==> config.mk <==
export PLATFORM = sky130hd
export DESIGN_NAME = t1e1_err_inject
export DESIGN_NICKNAME = d
export VERILOG_FILES = /design/src/rtl/tei_pkg.sv /design/src/rtl/tei_src_sel.sv /design/src/rtl/tei_arm_cell.sv /design/src/rtl/tei_out_stage.sv /design/src/rtl/t1e1_err_inject.sv
export SDC_FILE = /design/constraint.sdc
export NUM_CORES = 1
export LEC_CHECK = 0
export ABC_CLOCK_PERIOD_IN_PS = 1400
export BUFFER_PORTS_ARGS = -buffer_cell sky130_fd_sc_hd__clkbuf_2
export CAP_MARGIN = 20
export CORE_AREA = 2 2 39 41
export CTS_CLUSTER_DIAMETER = 200
export DETAILED_ROUTE_END_ITERATION = 6
export DIE_AREA = 0 0 41 43
export SETUP_SLACK_MARGIN = 0.2
export SYNTH_ARGS = -nofsm -noshare
export SYNTH_HDL_FRONTEND = slang
export SYNTH_SLANG_ARGS = --single-unit
==> constraint.sdc <==
create_clock -name clk -period 1.4 [get_ports clk]
set_input_delay 0.21 -clock clk [delete_from_list [all_inputs] [get_ports clk]]
set_output_delay 0.21 -clock clk [all_outputs]
set_load 0.01 [all_outputs]
==> src/rtl/tei_pkg.sv <==
package tei_pkg;

  localparam int TAG_W  = 3;
  localparam int REG_W  = 8;
  localparam int NINV   = 4;          // inverting request classes
  localparam int NCLS   = NINV + 1;   // plus slot deletion
  localparam int ALN_IX = NINV;       // deletion request bit position

  typedef enum logic [TAG_W-1:0] {
    TAG_PAY = 3'd0,
    TAG_FRM = 3'd1,
    TAG_MFR = 3'd2,
    TAG_CRC = 3'd3,
    TAG_PRB = 3'd4
  } bit_tag_e;

  // Tag that each inverting class (index into request bits) responds to.
  function automatic logic [TAG_W-1:0] class_tag(input int idx);
    case (idx)
      0:       class_tag = TAG_FRM;
      1:       class_tag = TAG_MFR;
      2:       class_tag = TAG_CRC;
      default: class_tag = TAG_PRB;
    endcase
  endfunction

  // Which inverting classes the current bit qualifies for.
  function automatic logic [NINV-1:0] inv_qualify(input logic vld,
                                                   input logic [TAG_W-1:0] tag);
    for (int i = 0; i < NINV; i++)
      inv_qualify[i] = vld && (tag == class_tag(i));
  endfunction

  // Next state of one armed flag.
  function automatic logic arm_next(input logic armed, input logic hit,
                                    input logic set);
    arm_next = (armed && !hit) || set;
  endfunction

endpackage

==> src/rtl/tei_src_sel.sv <==
module tei_src_sel
  import tei_pkg::*;
(
  input  logic             loop_en,
  input  logic             tx_valid,
  input  logic             tx_bit,
  input  logic [TAG_W-1:0] tx_tag,
  input  logic             tx_sof,
  input  logic             lb_valid,
  input  logic             lb_bit,
  input  logic [TAG_W-1:0] lb_tag,
  input  logic             lb_sof,
  output logic             sel_valid,
  output logic             sel_bit,
  output logic [TAG_W-1:0] sel_tag,
  output logic             sel_sof
);

  always_comb begin
    if (loop_en) begin
      sel_valid = lb_valid;
      sel_bit   = lb_bit;
      sel_tag   = lb_tag;
      sel_sof   = lb_sof;
    end else begin
      sel_valid = tx_valid;
      sel_bit   = tx_bit;
      sel_tag   = tx_tag;
      sel_sof   = tx_sof;
    end
  end

endmodule

==> src/rtl/tei_arm_cell.sv <==
module tei_arm_cell
  import tei_pkg::*;
(
  input  logic clk,
  input  logic rst_n,
  input  logic set_i,
  input  logic qual_i,
  input  logic block_i,
  output logic armed_o,
  output logic hit_o
);

  logic armed_q;

  assign hit_o   = armed_q && qual_i && !block_i;
  assign armed_o = armed_q;

  always_ff @(posedge clk) begin
    if (!rst_n) armed_q <= 1'b0;
    else        armed_q <= arm_next(armed_q, hit_o, set_i);
  end

endmodule

==> src/rtl/tei_out_stage.sv <==
module tei_out_stage (
  input  logic clk,
  input  logic rst_n,
  input  logic sel_valid,
  input  logic sel_bit,
  input  logic drop,
  input  logic flip,
  output logic out_valid,
  output logic out_bit
);

  logic keep;
  assign keep = sel_valid && !drop;

  always_ff @(posedge clk) begin
    if (!rst_n) begin
      out_valid <= 1'b0;
      out_bit   <= 1'b0;
    end else begin
      out_valid <= keep;
      out_bit   <= keep ? (sel_bit ^ flip) : 1'b0;
    end
  end

endmodule

==> src/rtl/t1e1_err_inject.sv <==
module t1e1_err_inject
  import tei_pkg::*;
(
  input  logic             clk,
  input  logic             rst_n,
  input  logic             wr_en,
  input  logic [REG_W-1:0] wr_data,
  input  logic             loop_en,
  input  logic             tx_valid,
  input  logic             tx_bit,
  input  logic [TAG_W-1:0] tx_tag,
  input  logic             tx_sof,
  input  logic             lb_valid,
  input  logic             lb_bit,
  input  logic [TAG_W-1:0] lb_tag,
  input  logic             lb_sof,
  output logic             out_valid,
  output logic             out_bit
);

  // Selected source stream
  logic             sel_valid;
  logic             sel_bit;
  logic [TAG_W-1:0] sel_tag;
  logic             sel_sof;

  // Named internal events (observed by the checker)
  logic [NCLS-1:0]  wmask;
  logic [NINV-1:0]  inv_qual;
  logic [NINV-1:0]  inv_arm;
  logic [NINV-1:0]  inv_hit;
  logic             aln_arm;
  logic             aln_hit;
  logic             aln_qual;
  logic             any_flip;

  // Reserved bits (REG_W-1 : NCLS) are simply not used.
  assign wmask    = wr_en ? wr_data[NCLS-1:0] : '0;
  assign inv_qual = inv_qualify(sel_valid, sel_tag);
  assign aln_qual = sel_valid && sel_sof;
  assign any_flip = |inv_hit;

  tei_src_sel u_src (
    .loop_en  (loop_en),
    .tx_valid (tx_valid),
    .tx_bit   (tx_bit),
    .tx_tag   (tx_tag),
    .tx_sof   (tx_sof),
    .lb_valid (lb_valid),
    .lb_bit   (lb_bit),
    .lb_tag   (lb_tag),
    .lb_sof   (lb_sof),
    .sel_valid(sel_valid),
    .sel_bit  (sel_bit),
    .sel_tag  (sel_tag),
    .sel_sof  (sel_sof)
  );

  // Slot deletion request: never blocked.
  tei_arm_cell u_aln (
    .clk    (clk),
    .rst_n  (rst_n),
    .set_i  (wmask[ALN_IX]),
    .qual_i (aln_qual),
    .block_i(1'b0),
    .armed_o(aln_arm),
    .hit_o  (aln_hit)
  );

  // Inverting requests: a deleted bit does not consume them.
  for (genvar i = 0; i < NINV; i++) begin : g_inv
    tei_arm_cell u_cell (
      .clk    (clk),
      .rst_n  (rst_n),
      .set_i  (wmask[i]),
      .qual_i (inv_qual[i]),
      .block_i(aln_hit),
      .armed_o(inv_arm[i]),
      .hit_o  (inv_hit[i])
    );
  end

  tei_out_stage u_out (
    .clk      (clk),
    .rst_n    (rst_n),
    .sel_valid(sel_valid),
    .sel_bit  (sel_bit),
    .drop     (aln_hit),
    .flip     (any_flip),
    .out_valid(out_valid),
    .out_bit  (out_bit)
  );

endmodule

==> results of run 1 <==
-- power groups by stage --
| stage | Clock [W] | Combinational [W] | Sequential (W) |
|---|---|---|---|
| 2_1_floorplan | 0 | 0.0000670 | 0.000224 |
| 3_3_place_gp | 0 | 0.000126 | 0.000223 |
| 3_5_place_dp | 0 | 0.000129 | 0.000224 |
| 4_1_cts | 0.000194 | 0.000145 | 0.000220 |
| 5_1_grt | 0.000199 | 0.000169 | 0.000222 |
| 6_report | 0.000184 | 0.000153 | 0.000221 |
-- cells by family (layout without fill, tap and decap cells) --
logic type | after synthesis | in the layout | synth area share [%]
flops | 7 | 7 | 33.4
buf+inv | 4 | 37 | 5.37
mux | 5 | 5 | 13.7
simple gates | 20 | 20 | 22.7
compound gates | 16 | 16 | 24.8
-- per-stage QoR --
step                      setup WS (ns)  power (W)  cell area, sq um
after floorplan                  0.0561   0.000291               442
after global placement           -0.154   0.000349               597
after detailed placement         -0.157   0.000352               597
after CTS                        0.0490   0.000558               663
after global routing            -0.0133   0.000590               687
final                            0.0851   0.000557               687
-- worst min-delay path by stage --
stage / start / endpoint / slack, ns / cells past startpoint
2_1_floorplan: wr_en / g_inv[1].u_cell.armed_o / 0.35 / 2
3_3_place_gp: wr_data[0] / g_inv[0].u_cell.armed_o / 0.43 / 3
3_5_place_dp: wr_data[0] / g_inv[0].u_cell.armed_o / 0.44 / 3
4_1_cts: wr_data[0] / g_inv[0].u_cell.armed_o / 0.17 / 3
5_1_grt: wr_data[4] / u_aln.armed_o / 0.19 / 3
6_report: wr_data[0] / g_inv[0].u_cell.armed_o / 0.18 / 3
-- synth_stat cells, drive strengths merged --
cell	count	area, sq um
nand2	9	33.8
dfxtp	7	140
a21oi	5	25.0
nor2	4	15.0
inv	3	11.3
mux2	3	33.8
o21ai	3	15.0
mux2i	2	23.8
nand3	2	10.0
a211oi	1	7.51
a21boi	1	7.51
a311oi	1	8.76
a31oi	1	6.26
a32o	1	10.0
a32oi	1	8.76
and4b	1	10.0
buf	1	11.3
nand2b	1	6.26
nor2b	1	6.26
nor3b	1	7.51
o211ai	1	7.51
o31ai	1	7.51
or3	1	6.26
-- registers in the layout, indices dropped and copies added (netlist names) --
| signal | flops |
|---|---|
| u_aln.armed_o | 1 |
| u_out.out_bit | 1 |
| g_inv.u_cell.armed_o | 4 |
| u_out.out_valid | 1 |
-- repair_timing --
item | in CTS | in global routing
buffers inserted | 2 | 0
endpoints found under the setup margin | 3 | 5
resized for setup | 6 | 9
pin swaps | 6 | 5
-- cell type report --
class / instances / area, sq um / share of cell area, %
clock buffers: 4 / 26.3 / 3.83
well taps: 16 / 20.0 / 2.91
repair buffers: 30 / 174 / 25.3
multi-input cells: 41 / 313 / 45.5
flip-flops and latches: 7 / 143 / 20.8
inverters: 3 / 11.3 / 1.64
-- tightest hold or removal path, delay by kind of cell --
kind / cells / cell delay, ns
and+or+nand+nor: 1 / 0.05
AOI/OAI and AO/OA: 1 / 0.05
buffers and inverters: 1 / 0.08
-- per-layer routing --
layer  vias to the layer above  routed length [um]  GRT usage (%)  share of wire, %
met2                        18                 578           24.4                50
li1                        258                   -              -                 -
met3                         0                  82           1.57               7.1
met1                       220                 496           17.2                43
met4                         0                   0           8.00                 0
met5                         -                   0              0                 0
==> key figures, run 1 <==
Global route
  – Maximum number of pins on one net before global-route repair: 7
  – Vias in the first global route: around 470
  – Antenna violations before repair: 0
  – First-pass GRT wire length: between 1500 and 2000 um
  – Overall routing resource usage: 14.7%
  – Global route overflow: 0

STA
  – Maximum clock frequency: 761 MHz
  – Count of endpoints failing hold in the final timing report: 0
  – Unrepaired setup endpoints after global routing: true
  – Endpoints failing setup: 0
  – Worst clock skew: 0.00598 ns
  – Aggregate negative setup slack: 0 ns
  – Least-Margin Pin Slew: 0.232 ns
  – Ratio of final minimum period to clock period: 93.9%
  – Final hold slack: around 0.18 ns
  – Worst-case headroom to the max-slew limit: between 80% and 90%
  – Final Critical Period: between 1 and 1.5 ns
  – Final slew viol count: 0

Placed design
  – Total of buffers placed on input and output ports: 22
  – Gp weighted congestion: approximately 0.73
  – Cell Count Post-Placement: 95
  – Total half-perimeter wirelength after legalization and detailed placement: around 860 um

Route
  – Routed wire length: ~1200 um
  – DR vias: 496
  – Post-route antenna net violation count: 0
  – Drc violations: 0
  – Iter 0 DRT Violations: 4
  – Via-per-instance ratio: roughly 5
  – Detailed-router iteration count before antenna repair: 4
  – Average detailed-routed wire length per instance: ~11 um

CTS
  – CTS tree: yes
  – Root Buffer Master: sky130_fd_sc_hd__clkbuf_4
  – TritonCTS Sinks: 7
  – Count of hold-fix buffers inserted at cts: 0
  – Clock Path Buffers: 2
  – Maximum level of the CTS H-tree: 1
  – Num CTS Buffers: 3
  – Clock slew seen by the registers of the worst setup and hold paths: about 0.05 ns
  – Clock latency reported for the late side of the worst-skew pair: 0.25 ns

Power
  – Peak VDD IR: about 0.31 mV
  – Pwr Density: just over 800 nW/um^2
  – Part of the total power dissipated in combinational logic: a little over a quarter
  – NetSw: 0.000152 W
  – Proportion of power drawn by flip-flops and latches: 39.7%
  – Internal power consumption: approximately 0.00040 W
  – Switching Share: a little over a quarter
  – Clk network pwr share: between 30% and 40%
  – Leakage power summed over all cells: roughly 0.31 nW

Worst setup path
  – Launch point of the critical path: g_inv[1].u_cell.armed_o
  – Required time at the endpoint of the critical path: ~1.6 ns
  – Worst Setup EP: u_out.out_bit
  – Biggest cell delay along the critical path: roughly 0.35 ns
  – Worst R2R End: u_out.out_bit
  – Number of cells on the critical path: 5
  – Internal reg-to-reg setup slack: between 0.08 and 0.09 ns
  – Worst path cell trace: and4b_1 > a31oi_2 > a211oi_2 > or3_1 > a21boi_1
  – Worst setup path category: flip-flop to flip-flop
  – Worst Path Buf+Inv: 0
  – Arrival time worst endpoint: 1.49 ns
  – Slowest cell on the critical path: sky130_fd_sc_hd__or3_1
  – R2R cell count: 5
  – CP delay by family, top: simple AND/OR/NAND/NOR gates
  – Type of element capturing the critical path: flip-flop
  – Crit path launch type: flip-flop
  – Launch point of the worst reg-to-reg path: g_inv[1].u_cell.armed_o
  – Highest net fanout along the worst path: 2

Layout
  – Final non-filler cell total: slightly above 100
  – Number of fill cells in the layout: 142
  – Net count reported at finish: 110
  – Inserted Diodes: 0
  – Layout overhead on the synthesized area: 63.9%
  – Commonest cells after routing, fill and taps aside: sky130_fd_sc_hd__clkbuf_2, sky130_fd_sc_hd__nand2_1, sky130_fd_sc_hd__buf_4, sky130_fd_sc_hd__a21oi_1, sky130_fd_sc_hd__dfxtp_1
  – Utilization after layout: about half
  – Share of final-layout standard cells stronger than drive strength 1: just under 60%
  – Most common cell after layout, fill and taps aside: sky130_fd_sc_hd__clkbuf_2

Synthesis
  – Cells after Synth: 52
  – Post-synthesis net count: 76
  – Distinct cell type count after synthesis: 24
  – Flip-flop and latch count after synthesis: 7
  – Sequential-to-total area share from yosys stat: roughly a third
  – Avg Inst Size Synth: between 8 and 9 sq um
  – Summed instance area of the synthesized netlist: ~420 sq um
  – Number of warning messages in the yosys log: 0

Die
  – Full die area: roughly 1800 sq um
  – Std cell rows: 14
  – Die extent in y: approximately 43 um
  – Total I/O pin count: 26
  – Starting utilization of the core area: 30.3%
  – Floorplan Core Area: 1380 sq um
  – Width of the die: roughly 40 um

Outcome
  – Status: finished clean

Job
  – Reported max-cap violation count: 0

Hold path
  – Hold Crit Class: input pin to flip-flop
No activity file was read; power rests on OpenSTA's default activity.
==> run 2, diff against run 1 <==
--- a/config.mk
+++ b/config.mk
@@ -5,7 +5,7 @@
 export SDC_FILE = /design/constraint.sdc
 export NUM_CORES = 1
 export LEC_CHECK = 0
-export ABC_CLOCK_PERIOD_IN_PS = 1400
+export ABC_CLOCK_PERIOD_IN_PS = 1350
 export BUFFER_PORTS_ARGS = -buffer_cell sky130_fd_sc_hd__clkbuf_2
 export CAP_MARGIN = 20
 export CORE_AREA = 2 2 39 41
==> constraint.sdc (replaced) <==
create_clock -name clk -period 1.35 [get_ports clk]
set_input_delay 0.2025 -clock clk [delete_from_list [all_inputs] [get_ports clk]]
set_output_delay 0.2025 -clock clk [all_outputs]
set_load 0.01 [all_outputs]
==> run 2 against run 1 <==
Against the previous run: clock skew down 0.0048 ns; register-to-register slack worse by 0.04 ns; global-route usage up 0.20 points; sequential share of layout area up 0.70 points; first-iteration DRC count unchanged; via count down 1.0%.
==> key figures, run 2 (same netlist as run 1, synthesis figures left out) <==
CTS
  – TritonCTS Sinks: 7
  – Num CTS Buffers: 3
  – CTS tree: yes
  – Clock Path Buffers: 2
  – Clock slew seen by the registers of the worst setup and hold paths: approximately 0.050 ns
  – Root Buffer Master: sky130_fd_sc_hd__clkbuf_4
  – Clock latency reported for the late side of the worst-skew pair: approximately 0.25 ns
  – Count of hold-fix buffers inserted at cts: 0
  – Maximum level of the CTS H-tree: 1

STA
  – Count of endpoints failing hold in the final timing report: 0
  – Worst clock skew: 0.00122 ns
  – Final Critical Period: roughly 1.3 ns
  – Maximum clock frequency: 763 MHz
  – Ratio of final minimum period to clock period: roughly 97%
  – Endpoints failing setup: 0
  – Final slew viol count: 0
  – Setup slack of the critical path after layout: between 0.04 and 0.05 ns
  – Worst-case headroom to the max-slew limit: a little over four fifths
  – Unrepaired setup endpoints after global routing: true
  – Least-Margin Pin Slew: ~0.24 ns

Die
  – Std cell rows: 14
  – Starting utilization of the core area: a little under a third
  – Die extent in y: 43 um
  – Full die area: around 1800 sq um
  – Total I/O pin count: 26
  – Floorplan Core Area: approximately 1400 sq um
  – Width of the die: a little over 40 um

Power
  – Peak VDD IR: approximately 0.34 mV
  – Pwr Density: about 850 nW/um^2
  – Leakage power summed over all cells: approximately 0.31 nW

Worst setup path
  – Worst path cell trace: clkbuf_2 > buf_4 > mux2_2 > nor2_1 > a32o_1 > or3_1 > a21boi_1
  – Launch point of the worst reg-to-reg path: g_inv[1].u_cell.armed_o
  – Worst Path Buf+Inv: 2
  – Slowest cell on the critical path: sky130_fd_sc_hd__or3_1
  – Crit path launch type: input pin
  – Number of cells on the critical path: 7
  – R2R cell count: 5
  – Internal reg-to-reg setup slack: roughly 0.050 ns
  – Biggest cell delay along the critical path: 0.30 ns
  – Highest net fanout along the worst path: 6
  – Arrival time worst endpoint: 1.49 ns
  – Worst Setup EP: u_out.out_bit
  – Worst setup path category: input pin to flip-flop
  – CP delay by family, top: buffers and inverters
  – Worst R2R End: u_out.out_bit
  – Launch point of the critical path: loop_en
  – Required time at the endpoint of the critical path: 1.53 ns
  – Type of element capturing the critical path: flip-flop

Layout
  – Layout overhead on the synthesized area: 58.5%
  – Max reg flops: 4
  – Most common cell after layout, fill and taps aside: sky130_fd_sc_hd__clkbuf_2
  – Net count reported at finish: between 100 and 150
  – Commonest cells after routing, fill and taps aside: sky130_fd_sc_hd__clkbuf_2, sky130_fd_sc_hd__nand2_1, sky130_fd_sc_hd__buf_4, sky130_fd_sc_hd__a21oi_1, sky130_fd_sc_hd__dfxtp_1
  – Share of final-layout standard cells stronger than drive strength 1: 53.6%
  – Number of fill cells in the layout: 144
  – Utilization after layout: approximately half
  – Inserted Diodes: 0

Global route
  – First-pass GRT wire length: approximately 1700 um
  – Overall routing resource usage: between 10% and 20%
  – Antenna violations before repair: 0
  – Maximum number of pins on one net before global-route repair: 7
  – Vias in the first global route: roughly 460
  – Global route overflow: 0

Placed design
  – Gp weighted congestion: between 0.7 and 0.8
  – Total of buffers placed on input and output ports: 22
  – Worst slack at placement: -0.205 ns
  – Total half-perimeter wirelength after legalization and detailed placement: about 850 um

Outcome
  – Status: finished clean

Route
  – Post-route antenna net violation count: 0
  – DR vias: a little under 500
  – Amount of wire on met2 after detailed routing: roughly 530 um
  – Routed met1 length: a little under 500 um
  – Routed wire length: ~1100 um
  – Average detailed-routed wire length per instance: approximately 11 um
  – Drc violations: 0
  – Topmost layer with routed signal wires: met4
  – Iter 0 DRT Violations: 4
  – Detailed-router iteration count before antenna repair: 2
  – Via-per-instance ratio: approximately 4.9
  – Detailed-routed wire length on met3: approximately 64 um

Job
  – Reported max-cap violation count: 0

Hold path
  – Hold Crit Class: input pin to flip-flop
[run 2: metrics by stage]
step           hold WS, ns  setup TNS, ns  instances  power, W  cell area (sq um)
3_3_place_gp         0.426         -0.425         95  0.000361                597
3_5_place_dp         0.443         -0.493         95  0.000364                597
2_1_floorplan        0.339              0         52  0.000302                442
5_1_grt              0.165        -0.0644        100  0.000609                664
6_report             0.180              0        100  0.000566                664
4_1_cts              0.175              0         99  0.000564                637
[run 2: area by class of cell]
class,instances,area [sq um],share of cell area [%]
inverter,3,11.3,1.69
multi-input combinational,41,298,44.8
sequential,7,143,21.5
clock buffer,4,26.3,3.95
tap,16,20.0,3.01
timing repair buffer,29,166,25.0
[run 2: worst min path at each step]
| stage | slack, ns | to | cells past startpoint | from |
|---|---|---|---|---|
| 2_1_floorplan | 0.34 | g_inv[1].u_cell.armed_o | 2 | wr_en |
| 3_3_place_gp | 0.43 | g_inv[0].u_cell.armed_o | 3 | wr_data[0] |
| 3_5_place_dp | 0.44 | g_inv[0].u_cell.armed_o | 3 | wr_data[0] |
| 4_1_cts | 0.17 | g_inv[0].u_cell.armed_o | 3 | wr_data[0] |
| 5_1_grt | 0.17 | g_inv[1].u_cell.armed_o | 3 | wr_data[1] |
| 6_report | 0.18 | g_inv[0].u_cell.armed_o | 3 | wr_data[0] |
[run 2: worst reg2reg max path, cell delays in order (launching register included)]
cell and delay [ns]:
sky130_fd_sc_hd__dfxtp_2 0.31, sky130_fd_sc_hd__and4b_1 0.16, sky130_fd_sc_hd__a31oi_1 0.18, sky130_fd_sc_hd__a211oi_2 0.10
sky130_fd_sc_hd__or3_1 0.35, sky130_fd_sc_hd__a21boi_1 0.13
[run 2: per-layer routing]
metal  track usage (%)  vias up
met5                 0        -
met4              12.0        0
met3              3.14        2
met2              21.6       16
met1              17.8      218
li1                  -      255
[run 2: power breakdown]
part	leakage, nW	internal, W	switching (W)	total, W
Combinational	0.232	0.0000807	0.0000676	0.000148
Sequential	0.0585	0.000222	0.00000747	0.000229
Clock	0.0150	0.000113	0.0000757	0.000188
Total	0.306	0.000415	0.000151	0.000566
[run 2: what timing repair did]
item / CTS / global route
pin swaps: 5 / 3
endpoints found under the setup margin: 5 / 5
setup buffers: 0 / 1
gates resized for setup: 3 / 8
